$ cat src/rtl/rxf_pkg.sv
`timescale 1ns/1ps
package rxf_pkg;
  localparam int ERR_W        = 3;
  localparam int STAT_ERR_LSB = 4;  // status bits 6:4 = frame, overrun, parity

  typedef struct packed {
    logic frame;
    logic ovr;
    logic par;
  } rx_err_t;

  typedef enum logic [1:0] {
    IRQ_OFF   = 2'b00,
    IRQ_FIRST = 2'b01,
    IRQ_ALL   = 2'b10,
    IRQ_ALL2  = 2'b11
  } rx_irq_mode_e;
endpackage

$ cat src/rtl/rxf_store.sv
`timescale 1ns/1ps
module rxf_store
  import rxf_pkg::*;
#(
  parameter int DEPTH  = 3,
  parameter int DATA_W = 8
) (
  input  logic                       clk_i,
  input  logic                       rst_ni,
  input  logic                       push_i,
  input  logic [DATA_W-1:0]          wdata_i,
  input  logic                       wframe_i,
  input  logic                       wpar_i,
  input  logic                       step_i,
  output logic [DATA_W-1:0]          head_data_o,
  output rx_err_t                    head_err_o,
  output logic [$clog2(DEPTH+1)-1:0] count_o
);
  localparam int PTR_W = (DEPTH > 1) ? $clog2(DEPTH) : 1;
  localparam int CNT_W = $clog2(DEPTH + 1);

  logic [DATA_W-1:0] data_q [DEPTH];
  rx_err_t           err_q  [DEPTH];
  logic [PTR_W-1:0]  wp_q, rp_q, newest;
  logic [CNT_W-1:0]  count_q, count_d;
  logic              full_hit;

  function automatic logic [PTR_W-1:0] ptr_inc(input logic [PTR_W-1:0] p);
    return (p == PTR_W'(DEPTH - 1)) ? '0 : p + 1'b1;
  endfunction

  function automatic logic [PTR_W-1:0] ptr_dec(input logic [PTR_W-1:0] p);
    return (p == '0) ? PTR_W'(DEPTH - 1) : p - 1'b1;
  endfunction

  // full only if nothing leaves in the same cycle
  assign full_hit = push_i && (count_q == CNT_W'(DEPTH)) && !step_i;
  assign newest   = ptr_dec(wp_q);

  always_comb begin
    count_d = count_q;
    if (push_i && !full_hit) count_d = count_d + 1'b1;
    if (step_i)              count_d = count_d - 1'b1;
  end

  always_ff @(posedge clk_i or negedge rst_ni) begin
    if (!rst_ni) begin
      wp_q    <= '0;
      rp_q    <= '0;
      count_q <= '0;
      for (int i = 0; i < DEPTH; i++) begin
        data_q[i] <= '0;
        err_q[i]  <= '0;
      end
    end else begin
      if (push_i) begin
        if (full_hit) begin
          data_q[newest] <= wdata_i;
          err_q[newest]  <= '{frame: wframe_i, ovr: 1'b1, par: wpar_i};
        end else begin
          data_q[wp_q] <= wdata_i;
          err_q[wp_q]  <= '{frame: wframe_i, ovr: 1'b0, par: wpar_i};
          wp_q         <= ptr_inc(wp_q);
        end
      end
      if (step_i) rp_q <= ptr_inc(rp_q);
      count_q <= count_d;
    end
  end

  assign head_data_o = data_q[rp_q];
  assign head_err_o  = err_q[rp_q];
  assign count_o     = count_q;

  assert_count_bound_R2: assert property (@(posedge clk_i) disable iff (!rst_ni)
    count_q <= CNT_W'(DEPTH));
  assert_no_underflow_R2: assert property (@(posedge clk_i) disable iff (!rst_ni)
    step_i |-> (count_q != '0));
  assert_full_keeps_count_R3: assert property (@(posedge clk_i) disable iff (!rst_ni)
    full_hit |=> (count_q == $past(count_q)));
  assert_overrun_marked_R3: assert property (@(posedge clk_i) disable iff (!rst_ni)
    full_hit |=> err_q[$past(newest)].ovr);
endmodule

$ cat src/rtl/rxf_irq.sv
`timescale 1ns/1ps
module rxf_irq
  import rxf_pkg::*;
(
  input  logic         clk_i,
  input  logic         rst_ni,
  input  logic         push_i,
  input  rx_irq_mode_e mode_i,
  input  logic         arm_i,
  output logic         irq_o
);
  logic armed_q, irq_q, fire;

  always_comb begin
    unique case (mode_i)
      IRQ_FIRST:         fire = push_i && armed_q;
      IRQ_ALL, IRQ_ALL2: fire = push_i;
      default:           fire = 1'b0;
    endcase
  end

  always_ff @(posedge clk_i or negedge rst_ni) begin
    if (!rst_ni) begin
      armed_q <= 1'b1;
      irq_q   <= 1'b0;
    end else begin
      irq_q <= fire;
      if (arm_i)                                          armed_q <= 1'b1;
      else if (push_i && (mode_i == IRQ_FIRST) && armed_q) armed_q <= 1'b0;
    end
  end

  assign irq_o = irq_q;

  assert_off_silent_R6: assert property (@(posedge clk_i) disable iff (!rst_ni)
    (push_i && mode_i == IRQ_OFF) |=> !irq_o);
  assert_irq_needs_push_R6: assert property (@(posedge clk_i) disable iff (!rst_ni)
    !push_i |=> !irq_o);
endmodule

$ cat src/rtl/rx_err_fifo.sv
`timescale 1ns/1ps
module rx_err_fifo
  import rxf_pkg::*;
#(
  parameter int DEPTH  = 3,
  parameter int DATA_W = 8
) (
  input  logic              clk_i,
  input  logic              rst_ni,
  input  logic              rx_valid_i,
  input  logic [DATA_W-1:0] rx_data_i,
  input  logic              rx_frame_err_i,
  input  logic              rx_par_err_i,
  input  logic [1:0]        rx_irq_mode_i,
  input  logic              rx_arm_i,
  input  logic              rd_i,
  input  logic              err_reset_i,
  input  logic [7:0]        stat_misc_i,
  output logic [DATA_W-1:0] rd_data_o,
  output logic [7:0]        err_stat_o,
  output logic              char_avail_o,
  output logic              rx_irq_o,
  output logic              spec_irq_o
);
  localparam int CNT_W = $clog2(DEPTH + 1);

  logic [DATA_W-1:0] head_data;
  rx_err_t           head_err, err_q;
  logic [CNT_W-1:0]  count;
  logic [DATA_W-1:0] rd_data_q;
  logic              locked_q, spec_q, char_q;
  logic              head_bad, release_hold, rd_ok, step;

  assign head_bad     = |head_err;
  assign release_hold = err_reset_i && locked_q;
  assign rd_ok        = rd_i && (count != '0) && !release_hold;  // release wins
  assign step         = release_hold || (rd_ok && !head_bad);

  rxf_store #(.DEPTH(DEPTH), .DATA_W(DATA_W)) u_store (
    .clk_i       (clk_i),
    .rst_ni      (rst_ni),
    .push_i      (rx_valid_i),
    .wdata_i     (rx_data_i),
    .wframe_i    (rx_frame_err_i),
    .wpar_i      (rx_par_err_i),
    .step_i      (step),
    .head_data_o (head_data),
    .head_err_o  (head_err),
    .count_o     (count)
  );

  rxf_irq u_irq (
    .clk_i  (clk_i),
    .rst_ni (rst_ni),
    .push_i (rx_valid_i),
    .mode_i (rx_irq_mode_e'(rx_irq_mode_i)),
    .arm_i  (rx_arm_i),
    .irq_o  (rx_irq_o)
  );

  always_ff @(posedge clk_i or negedge rst_ni) begin
    if (!rst_ni) begin
      rd_data_q <= '0;
      err_q     <= '0;
      locked_q  <= 1'b0;
      spec_q    <= 1'b0;
      char_q    <= 1'b0;
    end else begin
      spec_q <= rd_ok && head_bad;
      if (release_hold) begin
        err_q    <= '0;
        locked_q <= 1'b0;
      end else if (rd_ok) begin
        rd_data_q <= head_data;
        err_q     <= head_err;
        if (head_bad) locked_q <= 1'b1;
      end
      if (rx_valid_i)                    char_q <= 1'b1;
      else if (step && count == CNT_W'(1)) char_q <= 1'b0;
    end
  end

  always_comb begin
    err_stat_o = stat_misc_i;
    err_stat_o[STAT_ERR_LSB +: ERR_W] = err_q;
  end

  assign rd_data_o    = rd_data_q;
  assign char_avail_o = char_q;
  assign spec_irq_o   = spec_q;

  assert_char_flag_R5: assert property (@(posedge clk_i) disable iff (!rst_ni)
    char_avail_o == (count != '0));
  assert_hold_on_bad_R8: assert property (@(posedge clk_i) disable iff (!rst_ni)
    locked_q |-> head_bad);
  assert_spec_has_err_R8: assert property (@(posedge clk_i) disable iff (!rst_ni)
    spec_irq_o |-> (err_stat_o[STAT_ERR_LSB +: ERR_W] != '0));
  assert_release_clears_R9: assert property (@(posedge clk_i) disable iff (!rst_ni)
    release_hold |=> (err_stat_o[STAT_ERR_LSB +: ERR_W] == '0) && !spec_irq_o);
  assert_empty_read_R10: assert property (@(posedge clk_i) disable iff (!rst_ni)
    (rd_i && count == '0 && !err_reset_i) |=> $stable(rd_data_o) && !spec_irq_o);
endmodule

$ cat config.mk
export PLATFORM = sky130hd
export DESIGN_NAME = rx_err_fifo
export DESIGN_NICKNAME = d
export VERILOG_FILES = /design/src/rtl/rxf_pkg.sv /design/src/rtl/rxf_store.sv /design/src/rtl/rxf_irq.sv /design/src/rtl/rx_err_fifo.sv
export SDC_FILE = /design/constraint.sdc
export NUM_CORES = 1
export LEC_CHECK = 0
export ABC_AREA = 1
export BUFFER_PORTS_ARGS = -buffer_cell sky130_fd_sc_hd__buf_2
export CORE_ASPECT_RATIO = 1.25
export CORE_MARGIN = 4
export CORE_UTILIZATION = 58
export CTS_BUF_LIST = sky130_fd_sc_hd__clkbuf_4
export CTS_CLUSTER_SIZE = 10
export DETAILED_ROUTE_END_ITERATION = 10
export GPL_TIMING_DRIVEN = 0
export HOLD_SLACK_MARGIN = 0.05
export PLACE_DENSITY = 0.93
export SYNTH_ARGS = -nofsm -noshare
export SYNTH_HDL_FRONTEND = slang
export SYNTH_HIERARCHICAL = 1
export SYNTH_SLANG_ARGS = --single-unit
$ cat constraint.sdc
create_clock -name clk_i -period 3.2 [get_ports clk_i]
set_input_delay 0.32 -clock clk_i [delete_from_list [all_inputs] [get_ports clk_i]]
set_output_delay 0.32 -clock clk_i [all_outputs]
set_load 0.1 [all_outputs]
# Yosys cells after proc, flatten, opt, wreduce, memory -nomap -nowiden
# Index checks and enable logic that the tools add are counted.
# classes
n_shift,0
n_eq_ne,7
div,0
n_bitwise,5
multipliers,0
n_addsub,5
mux,35
n_lt_le_gt_ge,5
reduce_logical,30
# op_table
cell,n
bitwise mux 24 bit,2
demux 8 bit (select 2 bit),2
2-to-1 mux 8 bit,4
2-to-1 mux 24 bit,1
bitwise mux 9 bit,2
2-to-1 mux 3 bit,6
binary-select mux 8 bit (select 2 bit),1
logical AND 1 bit,14
demux 3 bit (select 2 bit),2
equality test 2 bit (second input constant),5
2-to-1 mux 2 bit,5
nonzero test 2 bit,5
>= comparator 3 bit (second input constant),3
2-to-1 mux 9 bit,1
NOT 2 -> 3 bit,3
2-to-1 mux 1 bit,7
adder 2 x 1 -> 2 bit (second input constant),3
binary-select mux 3 bit (select 2 bit),1
< comparator 3 x 1 -> 1 bit (second input constant),2
AND reduction 2 bit,3
equality test 2 x 1 -> 1 bit (second input constant),2
zero test 1 bit,4
subtractor 2 x 1 -> 2 bit (second input constant),2
OR reduction 3 bit,1
5 further kinds,6
# word_totals
memories,0
latch_bits,0
ramBits,0
wordCells,111
ff_bits,55
mem_bits_ro,0

# Logic depth before layout (Yosys ltp)
# depth
word_depth,15
mapped_depth,16
ltp_nobuf,16

# Modules after synthesis
# Netlist, hierarchy kept.
# by_module_without_submodules
module,n_inst,cells_each,area_per_inst_um2,seq_area_each_um2
rxf_store,1,217,1895.6,975.9
rx_err_fifo,1,71,678.2,350.3
rxf_irq,1,9,82.6,51.3

# Least setup slack after synthesis
# No wires, ideal clock.
# synth_timing
path_type,reg2reg
startpoint,register u_store.rp_q[1]
endpoint,register u_store/data_q[16] (netlist bit)
n_path_buf,2
synth_period_minus_slack_ps,2315
arrival_time_ps,2199
path_stages_with_launch,16
slack_ps,885
cell_sequence,dfrtp_1 inv_1 nand2_1 clkbuf_1 o221ai_1 nor2_1 nand2_1 o21ai_0 inv_2 nand3_2 inv_1 nand2_2 nand2_4 buf_6 nand2_1 nand2_1
# synth_rtl
element,line,text
from (decl),rxf_store.sv:24,"logic [PTR_W-1:0] wp_q, rp_q, newest;"
from (signal assigned),rxf_store.sv:66,if (step_i) rp_q <= ptr_inc(rp_q);
"to (signal, indexed assignment)",rxf_store.sv:58,data_q[newest] <= wdata_i;
"to (signal, indexed assignment)",rxf_store.sv:61,data_q[wp_q] <= wdata_i;
to (decl),rxf_store.sv:22,logic [DATA_W-1:0] data_q [DEPTH];

==> reports/qor.yml <==
status: "complete, no violations"
synth_cells: 297
via_count: 2128
reg2reg_to: "u_store/data_q[17]"
drive_above_1_share_pct: 24.0
critical_path_class: "reg -> reg"
r2r_slack_ns: 0.38
grt_overflow: 0
rsz0062_at_grt: "false"
synth.area.mux_share_pct: 0
synthAdderAreaFrac_pct: 2.83
n_antenna_cell: 0
final-seq-area_sq_um: 1380
totalPowerFinal_mw: 3.35
dieArea_sq_um: 5730
finalMaxSlewViolations: 0
synth.top_cell.area_share_pct: 50.9
drc: 0
dp_slack_ns: 0.227
io_pins: 45
drv_cap: 0
irDropWorstVdd_mv: 0.495
hold_class: "in -> reg"
worst_r2r_path_depth: 15
clk_path_buf_depth: 2
setup_viol: 0
max_freq_mhz: 355
worstSkewPairLatency_ns: 0.37
holdWs_ns: 0.107
area_growth_pct: 12.6
yosys_most_used_dff: "dfrtp_1"
cp_data_arrival_time_ns: 3.10
ys_types: 26
io_buffers: 36
synth-simple-area-share_pct: 20.6
p_sw_mw: 1.67
grt_pass1_wl_um: 9230
num-fill-cells: 348
skew_ns: 0.0184
cts_buffers: 5
setup_ws_ns: 0.381
routed_via_density: 5.33
synthesis.nets: 329
hold_end: "u_irq/armed_q"
core_area_sq_um: 4430
h-tree-depth: 2
hold_violations: 0
clkPwrFrac_pct: 11.5
synth_edf_count: 0
synth_top_family_by_area: "simple AND/OR/NAND/NOR gates"
internal-power_mw: 1.68
initial_utilization_pct: 60.0
wire_per_inst_um: 13.4
yosysWarnings: 6
fin_nets: 372
clk_pin_slew_ns: 0.15
final.setup.tns_ns: 0
swShare_pct: 49.9
ys_top_cells_by_area: "dfrtp_1, nand2_1, inv_1"
leakage_nw: 1.59
layout_min_cycle_time_ns: 2.82
globalplace.congestion: 0.842
drtIter0Drc: 138
fp.dieH_um: 83.7
antenna_found_initial: 0
grt_max_degree: 56
end_kind: "register"
reg2reg_from: "u_store/rp_q[1]"
ys_ff_latch: 55
cts_sinks: 55
path_max_fanout: 10
cellPowerDensity_nw_per_um2: 1120
synth_compound_area_share_pct: 14.0
final_common_cell: "nand2_1"
hpwl_um: 3880
cp.required_ns: 3.49
first_pass_iters: 5
cts_root_buf: "clkbuf_4"
yosysTopAreaCell: "dfrtp_1"
die_w_um: 68.5
worst_slew_pin_slew_ns: 1.19
share_comb_of_total_power_pct: 53.9
cts_tree: "done"
grt_pass1_vias: 2159
seqPwrFrac_pct: 34.6
hold_depth: 3
row_count: 27
ys_async_sr_fraction_pct: 100
routed_wl_um: 5360
slew_headroom_pct: 20.9
netlist_area_sq_um: 2660
antenna_left: 0
grtUsageTotal_pct: 20.7
postCtsSetupBuffers: 0
synth-xor-area-share_pct: 0
ys_seq_area_share_pct: 51.9
multi_input_area_sq_um: 996
hp-start: "rx_arm_i"
cp-start-kind: "register"
avgSynthCellArea_sq_um: 8.94
final_cell_mix: "nand2_1, dfrtp_1, inv_1"
timing.final.crit_share_pct: 88.1
## critical path: stages, from the launching register on
cell      delay [ns]
dfrtp_1         0.40
inv_1           0.07
nand2_1         0.10
clkbuf_1        0.40
o221ai_1        0.23
nor2_1          0.13
nand2_1         0.10
o21ai_1         0.37
inv_2           0.13
nand3_2         0.14
inv_1           0.08
nand2_2         0.21
nand2_4         0.09
buf_6           0.15
nand2_1         0.07
nand2_1         0.05
## Yosys cell counts, drive strengths merged (3+ instances only)
cell type / count
buf: 10
dfrtp: 54
ha: 6
inv: 49
nand2: 95
nand3: 24
nor2: 3
o21ai: 38
o221ai: 11
## area by class of cell
| type | instances | share of cell area (%) |
|---|---|---|
| flip-flops and latches | 55 | 46.0 |
| repair buffers | 36 | 6.02 |
| clock inverters | 1 | 1.00 |
| well taps | 58 | 2.43 |
| multi-input cells | 181 | 33.3 |
| clock buffers | 7 | 1.76 |
| plain buffers | 11 | 3.18 |
| inverters | 50 | 6.27 |
## stage by stage
step	instances	instance area (sq um)	utilization [%]
global placement	391	2910	65.7
floorplan	297	2660	-
global route	399	2990	67.6
CTS	399	2990	67.6
detailed placement	391	2910	65.7
finish	399	2990	67.6
## sequential cells by signal (all words and copies together) (netlist names)
register / count
u_store/err_q: 9
u_irq/armed_q: 1
u_store/count_o: 2
err_stat_o: 3
u_store/data_q: 24
locked_q: 1
u_store/rp_q: 2
rd_data_o: 8
u_store/wp_q: 2
char_avail_o: 1
u_irq/irq_o: 1
spec_irq_o: 1
## metal layers
| metal | GRT usage, % | routed length, um | vias up |
|---|---|---|---|
| li1 | - | - | 1026 |
| met1 | 25.2 | 2120 | 1002 |
| met2 | 35.2 | 2840 | 94 |
| met3 | 4.72 | 352 | 6 |
| met4 | 6.69 | 41 | 0 |
| met5 | 0 | 0 | - |
## timing repair
item,4_1_cts,5_1_grt
setup endpoints to repair,0,23
hold endpoints to repair,0,0
hold buffers,0,0
resized for setup,0,1
## power groups by stage
stage | logic (mW) | clock network (mW) | registers [mW]
detailed placement | 1.80 | 0 | 1.17
global route | 1.99 | 0.426 | 1.19
finish | 1.81 | 0.386 | 1.16
CTS | 1.81 | 0.396 | 1.16
global placement | 1.74 | 0 | 1.15
floorplan | 0.986 | 0 | 1.61
## worst max-delay path by stage
stage / from / to / depth (start not counted)
2_1_floorplan: u_store/rp_q[1] / u_store/data_q[16] / 15
3_3_place_gp: u_store/rp_q[1] / u_store/data_q[20] / 15
3_5_place_dp: u_store/rp_q[1] / u_store/data_q[17] / 15
4_1_cts: u_store/rp_q[1] / u_store/data_q[17] / 15
5_1_grt: u_store/rp_q[1] / u_store/err_q[6] / 15
6_report: u_store/rp_q[1] / u_store/data_q[17] / 15
## cell families (layout without fill, tap and decap cells)
family          after synthesis  in the layout
fa+ha+maj                     6              6
simple gates                123            123
flops                        55             55
buf+inv                      61            105
compound gates               52             52
No activity file was read; power rests on OpenSTA's default activity.
